**src/rtl/txfp_pkg.sv**
```systemverilog
package txfp_pkg;

    // Width of a line address (byte address without the 256-byte offset)
    localparam int LINE_ADDR_W = 40;

    // Conflict reason codes reported with an abort
    typedef enum logic [7:0] {
        RSN_NONE  = 8'd0,
        RSN_FETCH = 8'd9,
        RSN_STORE = 8'd10
    } reason_e;

    typedef struct packed {
        reason_e                  reason;
        logic [LINE_ADDR_W-1:0]   addr;
    } conflict_t;

    // Reason for a conflict given the dirty mark of the victim line
    function automatic reason_e reason_of(input logic dirty);
        return dirty ? RSN_STORE : RSN_FETCH;
    endfunction

endpackage

```
**src/rtl/txfp_marks.sv**
```systemverilog
module txfp_marks #(
    parameter int LINES = 32,
    localparam int IDX_W = $clog2(LINES)
) (
    input  logic             clk,
    input  logic             rst,
    input  logic             set_rd,
    input  logic [IDX_W-1:0] set_rd_idx,
    input  logic             set_dt,
    input  logic [IDX_W-1:0] set_dt_idx,
    input  logic             clr_rd_all,
    input  logic             clr_dt_all,
    input  logic             flush_step,
    input  logic [IDX_W-1:0] look_idx,
    output logic             look_rd,
    output logic             look_dt,
    output logic             any_dt,
    output logic [IDX_W-1:0] low_dt_idx
);

    logic [LINES-1:0] rd_q;
    logic [LINES-1:0] dt_q;

    // Read marks
    always_ff @(posedge clk) begin
        if (rst) begin
            rd_q <= '0;
        end else if (clr_rd_all) begin
            rd_q <= '0;
        end else if (set_rd) begin
            rd_q[set_rd_idx] <= 1'b1;
        end
    end

    // Dirty marks: cleared wholesale on commit, one by one while flushing
    always_ff @(posedge clk) begin
        if (rst) begin
            dt_q <= '0;
        end else if (clr_dt_all) begin
            dt_q <= '0;
        end else if (flush_step) begin
            dt_q[low_dt_idx] <= 1'b0;
        end else if (set_dt) begin
            dt_q[set_dt_idx] <= 1'b1;
        end
    end

    // Lowest set dirty mark
    always_comb begin
        low_dt_idx = '0;
        for (int i = LINES - 1; i >= 0; i--) begin
            if (dt_q[i]) begin
                low_dt_idx = IDX_W'(i);
            end
        end
    end

    assign any_dt  = |dt_q;
    assign look_rd = rd_q[look_idx];
    assign look_dt = dt_q[look_idx];

endmodule

```
**src/rtl/txfp_arbiter.sv**
```systemverilog
module txfp_arbiter #(
    parameter int CNT_W = 6
) (
    input  logic             clk,
    input  logic             rst,
    input  logic             req,
    input  logic             hit,
    input  logic             blocked,
    input  logic [CNT_W-1:0] limit,
    input  logic             clr_cnt,
    output logic             reject,
    output logic             accept,
    output logic             conflict
);

    logic [CNT_W-1:0] cnt_q;
    logic             defend;

    // A footprint hit outside a flush is defended while allowance remains
    assign defend   = req && hit && !blocked;
    assign reject   = defend && (cnt_q < limit);
    assign accept   = req && !reject;
    assign conflict = defend && !(cnt_q < limit);

    always_ff @(posedge clk) begin
        if (rst) begin
            cnt_q <= '0;
        end else if (clr_cnt || conflict) begin
            cnt_q <= '0;
        end else if (reject) begin
            cnt_q <= cnt_q + 1'b1;
        end
    end

endmodule

```
**src/rtl/txfp_tracker.sv**
```systemverilog
module txfp_tracker
    import txfp_pkg::*;
#(
    parameter int LINES = 32,
    parameter int CNT_W = 6,
    localparam int IDX_W = $clog2(LINES)
) (
    input  logic                   clk,
    input  logic                   rst,
    input  logic                   acc_valid,
    input  logic [IDX_W-1:0]       acc_idx,
    input  logic                   wb_valid,
    input  logic [IDX_W-1:0]       wb_idx,
    input  logic                   inv_valid,
    input  logic [IDX_W-1:0]       inv_idx,
    input  logic [LINE_ADDR_W-1:0] inv_addr,
    input  logic                   tx_commit,
    input  logic                   tx_abort,
    input  logic [CNT_W-1:0]       rej_limit,
    output logic                   inv_reject,
    output logic                   inv_accept,
    output logic                   abort_req,
    output logic [7:0]             abort_reason,
    output logic [LINE_ADDR_W-1:0] abort_addr,
    output logic                   flush_valid,
    output logic [IDX_W-1:0]       flush_idx
);

    logic      flushing_q;
    logic      look_rd, look_dt, any_dt;
    logic      conflict, any_abort, do_commit, live;
    logic      abort_q;
    conflict_t info_q;

    // Abort beats flush beats commit beats marking
    assign any_abort = conflict || tx_abort;
    assign do_commit = tx_commit && !flushing_q && !any_abort;
    assign live      = !flushing_q && !any_abort && !tx_commit;

    txfp_marks #(.LINES(LINES)) u_marks (
        .clk        (clk),
        .rst        (rst),
        .set_rd     (acc_valid && live),
        .set_rd_idx (acc_idx),
        .set_dt     (wb_valid && live),
        .set_dt_idx (wb_idx),
        .clr_rd_all (any_abort || do_commit),
        .clr_dt_all (do_commit),
        .flush_step (flushing_q && !any_abort && any_dt),
        .look_idx   (inv_idx),
        .look_rd    (look_rd),
        .look_dt    (look_dt),
        .any_dt     (any_dt),
        .low_dt_idx (flush_idx)
    );

    txfp_arbiter #(.CNT_W(CNT_W)) u_arb (
        .clk      (clk),
        .rst      (rst),
        .req      (inv_valid),
        .hit      (look_rd || look_dt),
        .blocked  (flushing_q),
        .limit    (rej_limit),
        .clr_cnt  (tx_abort || tx_commit),
        .reject   (inv_reject),
        .accept   (inv_accept),
        .conflict (conflict)
    );

    // Flush sequencing: enter on abort, leave once no dirty line remains
    always_ff @(posedge clk) begin
        if (rst) begin
            flushing_q <= 1'b0;
        end else if (any_abort) begin
            flushing_q <= 1'b1;
        end else if (flushing_q && !any_dt) begin
            flushing_q <= 1'b0;
        end
    end

    // Conflict capture
    always_ff @(posedge clk) begin
        if (rst) begin
            abort_q     <= 1'b0;
            info_q      <= '{reason: RSN_NONE, addr: '0};
        end else begin
            abort_q <= conflict;
            if (conflict) begin
                info_q.reason <= reason_of(look_dt);
                info_q.addr   <= inv_addr;
            end
        end
    end

    assign abort_req    = abort_q;
    assign abort_reason = info_q.reason;
    assign abort_addr   = info_q.addr;
    assign flush_valid  = flushing_q && any_dt;

endmodule

```
**config.mk**
```make
export PLATFORM = sky130hd
export DESIGN_NAME = txfp_tracker
export DESIGN_NICKNAME = d
export VERILOG_FILES = /design/src/rtl/txfp_pkg.sv /design/src/rtl/txfp_marks.sv /design/src/rtl/txfp_arbiter.sv /design/src/rtl/txfp_tracker.sv
export SDC_FILE = /design/constraint.sdc
export NUM_CORES = 1
export LEC_CHECK = 0
export ABC_AREA = 1
export BUFFER_PORTS_ARGS = -buffer_cell sky130_fd_sc_hd__buf_2
export CAP_MARGIN = 20
export CORE_ASPECT_RATIO = 0.75
export CORE_MARGIN = 2
export CORE_UTILIZATION = 35
export DETAILED_ROUTE_END_ITERATION = 8
export GPL_TIMING_DRIVEN = 0
export SLEW_MARGIN = 20
export SYNTH_ARGS = -nofsm -noshare
export SYNTH_HDL_FRONTEND = slang
export SYNTH_SLANG_ARGS = --single-unit
```
**constraint.sdc**
```tcl
create_clock -name clk -period 5 [get_ports clk]
set_clock_uncertainty 0.2 [all_clocks]
set_input_delay 1.25 -clock clk [delete_from_list [all_inputs] [get_ports clk]]
set_output_delay 1.25 -clock clk [all_outputs]
set_load 0.02 [all_outputs]
```
# --- Word-level counts from Yosys, hierarchy flattened ---
# Index checks and enable logic that the tools add are counted.
# W data, S select, Z words.
word_totals:
  register_bits: 120
  out_inout_bits: 57
op_classes:
  add_sub_neg: 1
  magnitude_cmp: 8
  muxes: 47
  n_bitwise: 4
  n_reduce_logical: 35
ops:
  columns: ["operator", "count"]
  rows:
  - ["$mux W5", 32]
  - ["$mux W32", 2]
  - ["$or A32 B32 Y32", 2]
  - ["$and A32 B32 Y32", 1]
  - ["$not A32 Y32", 1]
  - ["$reduce_or A32 Y1", 1]
  - ["$lt A5 B6 Y1 const B", 4]
  - ["$logic_and A1 B1 Y1", 18]
  - ["$demux W1 S5", 3]
  - ["$ge A5 B1 Y1 const B", 3]
  - ["$bmux W1 S5", 2]
  - ["$mux W1", 7]
  - ["$add A6 B1 Y6 const B", 1]
  - ["$logic_not A1 Y1", 6]
  - ["$lt A6 B6 Y1", 1]
  - ["$reduce_or A2 Y1", 3]
  - ["$logic_or A1 B1 Y1", 5]
  - ["$reduce_bool A2 Y1", 2]
  - ["$mux W2", 1]

# --- Longest topological paths before layout ---
# Gate-level depths: netlist of run 1.
logic_depth:
  word_depth: 39
  depth_mapped: 35

# --- Modules after synthesis ---
# Synthesis of run 1 repeated with hierarchy kept, for this count alone.
hier_totals:
  cells_unflattened: 880
  area_unflattened_um2: 6094.6
modules_own_cells:
  columns: ["mod", "instances", "cells_per_inst", "area_each_um2", "seq_area_each_um2"]
  rows:
  - ["txfp_marks", 1, 573, 3733.6, 1281.2]
  - ["txfp_tracker", 1, 215, 1739.2, 900.9]
  - ["txfp_arbiter", 1, 92, 621.8, 120.1]

# --- Worst setup path before layout of run 1 ---
# Ideal clock, no wire load.
synth_timing:
  kind: "input-to-output"
  start: "input inv_idx[1]"
  end: "output inv_accept"
  arrival_ns: 2.788
  t_required_ns: 3.550
  setup_slack_ns: 0.762
  cell_stages: 13
  path_buffers: 2
  cell_sequence: "buf_4 clkbuf_1 o21ai_0 o221ai_1 nand3_1 nand3_1 nand2_1 nand2_2 nand2_1 nor2_2 inv_2 nand2_1 inv_1"
synth_between:
  elab_chain_len: 8
  elab_cells_between_ends: 10
  classes_between: "mux (4); reduce/logical (6)"
synth_rtl:
  columns: ["element", "line", "rtl"]
  rows:
  - ["start, declared", "txfp_tracker.sv:15", "input logic [IDX_W-1:0] inv_idx,"]
  - ["$bmux W1 S5 (on tied branches)", "txfp_marks.sv:59, txfp_marks.sv:60", null]
  - ["$mux W1 (on tied branches)", "txfp_marks.sv:59, txfp_marks.sv:60", null]
  - ["$logic_or A1 B1 Y1 (*)", "txfp_tracker.sv:61", ".hit (look_rd || look_dt),"]
  - ["$logic_and A1 B1 Y1 (*) (2 in a row)", "txfp_arbiter.sv:20", "assign defend = req && hit && !blocked;"]
  - ["$logic_and A1 B1 Y1 (*)", "txfp_arbiter.sv:21", "assign reject = defend && (cnt_q < limit);"]
  - ["via inv_reject", "txfp_tracker.sv:20", "output logic inv_reject,"]
  - ["$logic_not A1 Y1 (*)", "txfp_arbiter.sv:22", "assign accept = req && !reject;"]
  - ["$logic_and A1 B1 Y1 (*)", "txfp_arbiter.sv:22", null]
  - ["end, declared", "txfp_tracker.sv:21", "output logic inv_accept,"]
# The timed path passes the listed nets; every way through them passes the cells marked *. The select of a mux whose other input is x is not followed.

# --- Worst setup path in the final report of run 1 ---
layout_timing:
  start: "input inv_idx[0]"
  end: "output inv_accept"
layout_between:
  elab_chain_len: 8
  elab_cells_between_ends: 10
  classes_between: "mux (4); reduce/logical (6)"
layout_rtl:
  columns: ["element", "line"]
  rows:
  - ["$bmux W1 S5 (on tied branches)", "txfp_marks.sv:59, txfp_marks.sv:60"]
  - ["$mux W1 (on tied branches)", "txfp_marks.sv:59, txfp_marks.sv:60"]
  - ["$logic_or A1 B1 Y1 (*)", "txfp_tracker.sv:61"]
  - ["$logic_and A1 B1 Y1 (*) (2 in a row)", "txfp_arbiter.sv:20"]
  - ["$logic_and A1 B1 Y1 (*)", "txfp_arbiter.sv:21"]
  - ["$logic_not A1 Y1 (*)", "txfp_arbiter.sv:22"]
  - ["$logic_and A1 B1 Y1 (*)", "txfp_arbiter.sv:22"]
# Every way passes the cells marked *; elsewhere a longest branch is shown, timed or not. The select of a mux whose other input is x is not followed.

==> results.py, run 1 <==
metrics = {
    "pwr": {
        "clock_power_share": 0.541,
        "switchingPower_uw": 576,
        "leakage_uw": 0.00326,
        "p_comb_frac": 0.077,
        "switching_share": 0.239,
        "peakVddDrop_mv": 0.173,
        "p_per_area_nw_per_um2": 334,
        "internal-power_uw": 1830,
        "pwr-share-seq": 0.382,
    },
    "finish": {
        "nets": 1056,
        "drive_above_1_share": 0.187,
        "antenna_cells": 0,
        "final_cell_mix": "nand2_1 (202), buf_2 (120), dfxtp_1 (115), inv_1 (103), a21oi_1 (97)",
        "utilization": 0.451,
        "syn2layout_area_growth_pct": 26.2,
        "final_common_cell": "nand2_1",
        "fillers": 1726,
    },
    "route": {
        "vias": 6141,
        "drt_iter0_drc": 528,
        "drtPass1Iterations": 5,
        "postRouteAntennaNets": 0,
        "wl_um": 18500,
        "remaining_drc_errors": 0,
        "wire_per_inst_um": 15.4,
        "via_per_inst": 5.10,
    },
    "cts": {
        "root_buffer": "clkbuf_16",
        "ctsHoldBuffers": 0,
        "cts.htree.levels": 4,
        "cts_tree": "yes",
        "clkTransAtPathRegs_ns": 0.06,
        "clockBufferDepth": 2,
        "cts_made_buffers": 17,
        "clock-sinks": 115,
        "clkLatencyLatePin_ns": 0.42,
    },
    "die": {
        "fp.dieW_um": 152,
        "num_rows": 40,
        "core-area_um2": 16000,
        "io_pins": 125,
        "initial_core_util": 0.358,
        "design.die.area_um2": 17400,
        "fp.dieH_um": 115,
    },
    "synth": {
        "ys_warn_count": 0,
        "synth_edf_count": 0,
        "synthCells": 843,
        "syn_area_um2": 5730,
        "synth_async_sr_flop_share": 0,
        "yosys_most_used_dff": "dfxtp_1",
        "yosysSeqAreaShare": 0.402,
        "syn_area_per_cell_um2": 6.79,
        "ys_ff_latch": 115,
        "ys_types": 40,
    },
    "sta": {
        "period_needed_ns": 4.80,
        "slew_violations": 0,
        "hold_viol_final": 0,
        "setup_viol": 0,
        "rsz0062_at_grt": "no",
        "fin_crit_sh": 0.960,
        "worst_slew_pin_slew_ns": 1.00,
        "slew_headroom": 0.327,
        "tns_ns": 0,
        "max_freq_mhz": 208,
    },
    "min_path": {
        "hp-class": "flop to flop",
        "worstHoldStart": "u_marks.rd_q[30]",
    },
    "worst_setup_path": {
        "cp_top_family": "buffers and inverters",
        "worstPathArrival_ns": 3.35,
        "startpoint_type": "primary input",
        "worst-setup-path-type": "primary input to output port",
        "crit_top_cell": "nand2_1",
        "startpoint": "inv_idx[0]",
        "max_stage_delay_ns": 0.48,
        "timing.rr.start": "u_marks.dt_q[0]",
        "crit_fanout": 10,
        "worstSetupEndpointType": "output port",
        "crit_slowest_cell": "clkbuf_1",
        "worstPathRequired_ns": 3.55,
        "crit_chain": "buf_2 -> clkbuf_1 -> o21ai_0 -> o221ai_1 -> nand3_1 -> nand3_1 -> nand2_1 -> nand2_2 -> nand2_1 -> nor2_2 -> inv_2 -> nand2_1 -> inv_1 -> buf_2",
        "critical_path_buf_inv_count": 5,
    },
    "outcome": {
        "outcome": "complete, no violations",
    },
    "run": {
        "maxCapViolCount": 0,
    },
    "global_routing": {
        "overflow": 0,
        "grt_pass1_wl_um": 29000,
        "grt_start_max_net_pins": 17,
        "grt_use_total": 0.215,
        "antenna_found_initial": 0,
        "grt_pass1_vias": 5499,
    },
    "place": {
        "port_buffers": 116,
        "dp_hpwl_um": 13800,
        "gp_congestion": 0.927,
    },
}
power by group through the flow:
stage | clock, uW | sequential, uW | combinational (uW)
final | 1300 | 921 | 185
after global routing | 1370 | 921 | 202
after CTS | 1320 | 921 | 182
after detailed placement | 0 | 941 | 181
after global placement | 0 | 941 | 181
after floorplan | 0 | 942 | 106
path summary, 6_finish.rpt:
kind | end | slack [ns] | depth (start not counted)
worst min register to register | u_marks.rd_q[30] | 0.26 | 2
worst max register to register | u_marks.dt_q[29] | 1.62 | 11
worst max-delay path | inv_accept | 0.20 | 14
worst min-delay path | u_marks.rd_q[30] | 0.26 | 2
synthesized netlist by cell type (all sizes together), types with 2 or more instances:
master | n | area share
dfxtp | 115 | 0.40
nand2 | 208 | 0.14
nor3 | 20 | 0.017
nand3 | 38 | 0.035
a21oi | 97 | 0.085
clkinv | 3 | 0.0020
o221ai | 7 | 0.011
inv | 109 | 0.071
buf | 15 | 0.018
o31ai | 2 | 0.0026
nor2 | 84 | 0.055
nand4 | 15 | 0.019
o211ai | 4 | 0.0052
a31oi | 35 | 0.039
nor3b | 2 | 0.0026
o21ai | 40 | 0.035
nor4 | 10 | 0.020
ha | 6 | 0.013
clkbuf | 24 | 0.016
layout make-up:
cell class | count | area (um2) | area share
plain buffers | 39 | 193 | 0.0267
multi-input cells | 581 | 2830 | 0.392
inverters | 112 | 420 | 0.0582
well taps | 210 | 263 | 0.0364
clock buffers | 19 | 453 | 0.0627
flip-flops and latches | 115 | 2300 | 0.319
clock inverters | 13 | 183 | 0.0253
repair buffers | 116 | 581 | 0.0803
what timing repair did:
item,4_1_cts,5_1_grt
setup endpoints to repair,0,1
setup buffers,0,0
hold endpoints to repair,0,0
gates resized for setup,0,1
layer usage:
layer  share of wire  up-vias  global-route usage
met5               0        -                   0
met4          0.0079        0              0.0568
met3           0.085       13              0.0528
met2            0.41      232               0.298
met1            0.50     2841               0.329
li1                -     3055                   -
worst reg2reg max path, stage by stage (launching register included):
cell and delay, ns:
dfxtp_1 0.35, nor4_1 0.48, nand2_1 0.13, nor2_1 0.30, a21oi_1 0.18, nand2_1 0.22, inv_1 0.22, nor3_1 0.82
nand3_1 0.16, a21oi_1 0.16, nand2_1 0.07, inv_1 0.05
registers in the layout (all words and copies together) (netlist names):
signal        cells
u_marks.rd_q     32
flushing_q        1
abort_reason      3
u_marks.dt_q     32
abort_req         1
u_arb.cnt_q       6
abort_addr       40
cell families (layout without fill, tap and decap cells):
| family | Yosys count | after routing | synth area share |
|---|---|---|---|
| adders and majority gates | 6 | 6 | 0.0131 |
| buffers and inverters | 151 | 299 | 0.107 |
| xor gates and xnor gates | 1 | 1 | 0.00153 |
| DFF | 115 | 115 | 0.402 |
| AOI/OAI and AO/OA | 190 | 190 | 0.184 |
| other | 1 | 5 | 0.000655 |
| and+or+nand+nor | 379 | 379 | 0.292 |
per-stage QoR:
step | total power (uW) | hold WS, ns | std cells | setup WS, ns | cell area, um2
final | 2410 | 0.261 | 1205 | 0.199 | 7230
after global placement | 1120 | 0.243 | 1173 | 0.198 | 6590
after global routing | 2490 | 0.276 | 1205 | 0.0197 | 7230
after floorplan | 1050 | 0.232 | 847 | 0.762 | 5740
after CTS | 2430 | 0.263 | 1205 | 0.203 | 7220
after detailed placement | 1120 | 0.251 | 1173 | 0.209 | 6590
No activity file was read; power rests on OpenSTA's default activity.
==> run 2, diff against run 1 <==
Settings changed: CORE_ASPECT_RATIO 0.75 to not set, PLACE_DENSITY_LB_ADDON set to 0.3.
==> run 2 against run 1 <==
Sequential power about the same. Flip-flop and latch count unchanged. Via count shrank 0.11%. Combinational power hardly changed. Critical path depth did not move. Global-route usage down 0.85 points. Non-clock buffer count stayed put. Worst hold slack worse by 0.0017 ns. Critical path type unchanged. Critical endpoint unchanged.
==> results.py, run 2 (synthesis gave the netlist of run 1 again) <==
metrics = {
    "die": {
        "fp.dieH_um": 132,
        "fp.dieW_um": 132,
        "core-area_um2": 15900,
        "num_rows": 46,
        "design.die.area_um2": 17400,
        "initial_core_util": 0.359,
        "io_pins": 125,
    },
    "cts": {
        "clockBufferDepth": 2,
        "cts.htree.levels": 4,
        "cts_made_buffers": 17,
        "postCtsSetupBuffers": 0,
        "clkLatencyLatePin_ns": 0.42,
        "clkTransAtPathRegs_ns": 0.06,
        "cts_tree": "yes",
        "clock-sinks": 115,
        "ctsHoldBuffers": 0,
        "cts_resized": 0,
        "root_buffer": "clkbuf_16",
    },
    "route": {
        "drt_iter0_drc": 553,
        "remaining_drc_errors": 0,
        "wl_um": 18100,
        "postRouteAntennaNets": 0,
        "wire_per_inst_um": 14.9,
        "vias": 6134,
        "drtPass1Iterations": 7,
        "via_per_inst": 5.07,
    },
    "sta": {
        "hold_viol_final": 0,
        "worst_slew_pin_slew_ns": 0.922,
        "tns_ns": 0,
        "period_needed_ns": 4.79,
        "slew_headroom": 0.380,
        "slew_violations": 0,
        "setup_viol": 0,
        "fin_crit_sh": 0.958,
        "rsz0062_at_grt": "no",
        "max_freq_mhz": 209,
    },
    "worst_setup_path": {
        "r2r_end": "u_marks.dt_q[27]",
        "crit_fanout": 10,
        "startpoint_type": "primary input",
        "timing.rr.start": "u_marks.dt_q[31]",
        "r2r_slack_ns": 1.88,
        "worstSetupEndpointType": "output port",
        "worstPathArrival_ns": 3.34,
        "reg2regPathDepth": 20,
        "worstPathRequired_ns": 3.55,
        "worst-setup-path-type": "primary input to output port",
    },
    "pwr": {
        "peakVddDrop_mv": 0.261,
        "p_per_area_nw_per_um2": 325,
        "leakage_uw": 0.00325,
    },
    "min_path": {
        "hold_end": "abort_addr[31]",
        "hold_depth": 2,
        "hp-class": "flop to flop",
        "worstHoldStart": "abort_addr[31]",
    },
    "place": {
        "dp_cells": 1179,
        "port_buffers": 116,
        "gp_congestion": 0.922,
        "dp_hpwl_um": 13100,
    },
    "finish": {
        "drive_above_1_share": 0.188,
        "antenna_cells": 0,
        "stdcell_count": 1211,
        "nets": 1056,
        "syn2layout_area_growth_pct": 25.7,
        "fillers": 1698,
        "final_common_cell": "nand2_1",
        "largest_reg_flops": 40,
        "multiInputGateArea_um2": 2840,
        "seq_area_um2": 2300,
        "final_cell_mix": "nand2_1 (202), buf_2 (120), dfxtp_1 (115), inv_1 (103), a21oi_1 (97)",
    },
    "global_routing": {
        "grt_pass1_wl_um": 28800,
        "antenna_found_initial": 0,
        "grt_start_max_net_pins": 17,
        "grt_pass1_vias": 5709,
        "overflow": 0,
        "grt_use_total": 0.206,
    },
    "run": {
        "maxCapViolCount": 0,
    },
    "outcome": {
        "outcome": "complete, no violations",
    },
}
==> run 2: critical path: stages <==
cell and delay (ns):
buf_2 0.16, clkbuf_1 0.49, o21ai_0 0.16, o221ai_1 0.25
nand3_1 0.11, nand3_1 0.10, nand2_1 0.09, nand2_2 0.11
nand2_1 0.07, nor2_2 0.19, inv_2 0.10, nand2_1 0.07
inv_1 0.03, buf_2 0.15
==> run 2: layout make-up <==
class / instances / area share
sequential: 115 / 0.320
buffer: 39 / 0.0269
clock inverter: 15 / 0.0236
timing repair buffer: 116 / 0.0806
inverter: 112 / 0.0584
multi-input combinational: 581 / 0.394
tap: 216 / 0.0375
clock buffer: 17 / 0.0591
==> run 2: metrics by stage <==
| stage | power (uW) | hold WS [ns] | utilization | area, um2 | setup WS, ns |
|---|---|---|---|---|---|
| after global placement | 1120 | 0.242 | 0.414 | 6590 | 0.220 |
| after floorplan | 1050 | 0.232 | - | 5740 | 0.762 |
| final | 2340 | 0.260 | 0.452 | 7200 | 0.208 |
| after detailed placement | 1120 | 0.250 | 0.414 | 6590 | 0.209 |
| after CTS | 2350 | 0.261 | 0.451 | 7190 | 0.230 |
| after global routing | 2420 | 0.278 | 0.452 | 7200 | 0.000791 |
==> run 2: metal layers <==
metal / vias up / share of wire / track usage
li1: 3052 / - / -
met1: 2813 / 0.45 / 0.267
met2: 231 / 0.46 / 0.330
met3: 38 / 0.062 / 0.0392
met4: 0 / 0.028 / 0.100
met5: - / 0 / 0
==> run 2: how the worst max path moves through the flow <==
| stage | to | from | cells past startpoint |
|---|---|---|---|
| 4_1_cts | inv_accept | inv_idx[0] | 15 |
| 5_1_grt | inv_accept | inv_idx[0] | 15 |
| 6_report | inv_accept | inv_idx[0] | 14 |
| 2_1_floorplan | inv_accept | inv_idx[1] | 13 |
| 3_3_place_gp | inv_accept | inv_idx[0] | 15 |
| 3_5_place_dp | inv_accept | inv_idx[0] | 15 |
==> run 2: where the power goes <==
group          switching (uW)  internal (uW)  leakage [uW]
clock network             488            748      0.000293
registers                1.77            919      0.000926
logic                     129           56.4       0.00203
==> run 3, diff against run 2 <==
Settings changed: CELL_PAD_IN_SITES_DETAIL_PLACEMENT set to 0, CELL_PAD_IN_SITES_GLOBAL_PLACEMENT set to 1.
==> run 3 against run 2 <==
Die area is the same. Critical path depth grew 4. Via count shrank 1.4%. Design area grew 0.26%. Global-route usage grew 0.26 points. Sequential share of layout area shrank 0.083 points. Worst setup slack gained 0.075 ns. Non-clock buffer count is the same.
==> results.py, run 3 (synthesis gave the netlist of run 1 again) <==
metrics = {
    "worst_setup_path": {
        "worstPathArrival_ns": 3.27,
        "r2r_slack_ns": 1.79,
        "worstPathRequired_ns": 3.55,
        "reg2regPathDepth": 20,
        "timing.rr.start": "u_marks.dt_q[31]",
        "crit_top_cell": "nand2_1",
        "crit_slowest_cell": "clkbuf_1",
        "worst-setup-path-type": "flop to output port",
        "cp_top_family": "buffers and inverters",
        "r2r_end": "u_marks.dt_q[23]",
        "crit_chain": "nor2_1 -> inv_1 -> a311oi_1 -> o31ai_1 -> o21ai_0 -> nand2_1 -> nand2_1 -> nand2_1 -> nand2_1 -> nand2_1 -> nand2_1 -> nand2_1 -> nand2_1 -> nand3_1 -> nand3_1 -> inv_1 -> clkbuf_1 -> buf_2",
        "crit_fanout": 10,
        "critical_path_buf_inv_count": 4,
        "max_stage_delay_ns": 0.46,
        "startpoint_type": "flop",
        "worstSetupEndpointType": "output port",
    },
    "cts": {
        "cts_made_buffers": 17,
        "root_buffer": "clkbuf_16",
        "clock-sinks": 115,
        "clkTransAtPathRegs_ns": 0.06,
        "postCtsSetupBuffers": 0,
        "cts.htree.levels": 4,
        "clockBufferDepth": 2,
        "cts_tree": "yes",
        "clkLatencyLatePin_ns": 0.43,
    },
    "run": {
        "maxCapViolCount": 0,
    },
    "route": {
        "drt_iter0_drc": 422,
        "drtPass1Iterations": 5,
        "via_per_inst": 4.99,
        "wl_um": 18400,
        "vias": 6046,
        "wire_per_inst_um": 15.2,
        "remaining_drc_errors": 0,
        "postRouteAntennaNets": 0,
    },
    "min_path": {
        "hold_end": "abort_addr[21]",
        "worstHoldStart": "abort_addr[21]",
        "hold_depth": 2,
        "hp-class": "flop to flop",
    },
    "place": {
        "dpl_worst_slack_ns": 0.175,
        "placed_area_um2": 6590,
        "port_buffers": 116,
        "dp_hpwl_um": 13600,
        "gp_congestion": 0.875,
    },
    "global_routing": {
        "overflow": 0,
        "grt_pass1_vias": 5530,
        "grt_pass1_wl_um": 28700,
        "grt_use_total": 0.209,
        "grt_start_max_net_pins": 17,
        "antenna_found_initial": 0,
    },
    "sta": {
        "max_freq_mhz": 212,
        "postLayoutSetupSlackWorst_ns": 0.283,
        "period_needed_ns": 4.72,
        "rsz0062_at_grt": "no",
        "hold_viol_final": 0,
        "slew_violations": 0,
        "worst_slew_pin_slew_ns": 0.818,
        "slew_headroom": 0.450,
        "setup_viol": 0,
        "tns_ns": 0,
        "fin_crit_sh": 0.943,
    },
    "finish": {
        "design_area_um2": 7220,
        "antenna_cells": 0,
        "fillers": 1716,
        "drive_above_1_share": 0.191,
        "syn2layout_area_growth_pct": 26.0,
        "nets": 1056,
        "final_cell_mix": "nand2_1 (202), buf_2 (120), dfxtp_1 (115), inv_1 (103), a21oi_1 (97)",
        "final_common_cell": "nand2_1",
        "largest_reg_flops": 40,
    },
    "die": {
        "initial_core_util": 0.359,
        "fp.dieH_um": 132,
        "design.die.area_um2": 17400,
        "fp.dieW_um": 132,
        "core-area_um2": 15900,
        "num_rows": 46,
        "io_pins": 125,
    },
    "pwr": {
        "clock_power_share": 0.534,
        "switching_share": 0.269,
        "pwr-share-seq": 0.388,
        "internal-power_uw": 1740,
        "switchingPower_uw": 637,
        "leakage_uw": 0.00326,
        "peakVddDrop_mv": 0.266,
        "p_comb_frac": 0.078,
        "p_per_area_nw_per_um2": 329,
        "power_uw": 2370,
    },
    "outcome": {
        "outcome": "complete, no violations",
    },
}
[run 3: changes by cell type in the layout (fill, tap and decap cells not counted)]
cell / delta
clkinv_4: -2
clkbuf_1: -3
inv_8: +3
clkinv_2: -2
inv_6: +1
clkbuf_2: +3
[run 3: metal layers]
layer	up-vias	track usage	wire length, um
li1	3061	-	-
met5	-	0	0
met4	0	0.0797	367
met3	28	0.0408	1040
met2	193	0.333	8310
met1	2764	0.280	8650
[run 3: area by class of cell]
cell class	instances	area (um2)	share of cell area
tap	216	270	0.0374
timing repair buffer	116	581	0.0804
clock inverter	15	185	0.0256
sequential	115	2300	0.319
clock buffer	17	425	0.0589
buffer	39	198	0.0274
inverter	112	420	0.0582
multi-input combinational	581	2840	0.393
[run 3: what timing repair did]
item,in CTS,in global routing
gates resized for setup,0,10
hold buffers,0,0
endpoints found under the setup margin,0,2
[run 3: how the worst max path moves through the flow]
stage	start	endpoint	cells after the start
after global routing	u_marks.dt_q[31]	flush_idx[1]	18
after detailed placement	inv_idx[0]	inv_accept	15
final	u_marks.dt_q[31]	flush_idx[1]	18
after floorplan	inv_idx[1]	inv_accept	13
after global placement	inv_idx[0]	inv_accept	15
after CTS	inv_idx[0]	inv_accept	15
[run 3: power by group through the flow]
| stage | clock [uW] | sequential (uW) | combinational, uW |
|---|---|---|---|
| after floorplan | 0 | 942 | 106 |
| after global placement | 0 | 941 | 183 |
| after detailed placement | 0 | 941 | 182 |
| after CTS | 1280 | 920 | 183 |
| after global routing | 1330 | 920 | 204 |
| final | 1270 | 920 | 185 |
[run 3: worst reg2reg max path, stage by stage, from the launching register on]
cell	delay, ns
dfxtp_1	0.38
nor2_1	0.06
inv_1	0.08
a311oi_1	0.10
o31ai_1	0.21
o21ai_0	0.14
nand2_1	0.09
nand2_1	0.06
nand2_1	0.06
nand2_1	0.06
nand2_1	0.07
nand2_1	0.05
nand2_1	0.05
nand2_1	0.05
nand3_1	0.07
nand3_1	0.30
inv_1	0.30
clkbuf_1	0.46
nand4_1	0.19
nand2_1	0.11
inv_1	0.04
[run 3: metrics by stage]
stage	hold WS, ns	cells	utilization
2_1_floorplan	0.232	847	-
3_5_place_dp	0.252	1179	0.414
3_3_place_gp	0.242	1179	0.414
4_1_cts	0.262	1211	0.452
5_1_grt	0.278	1211	0.453
6_report	0.260	1211	0.453
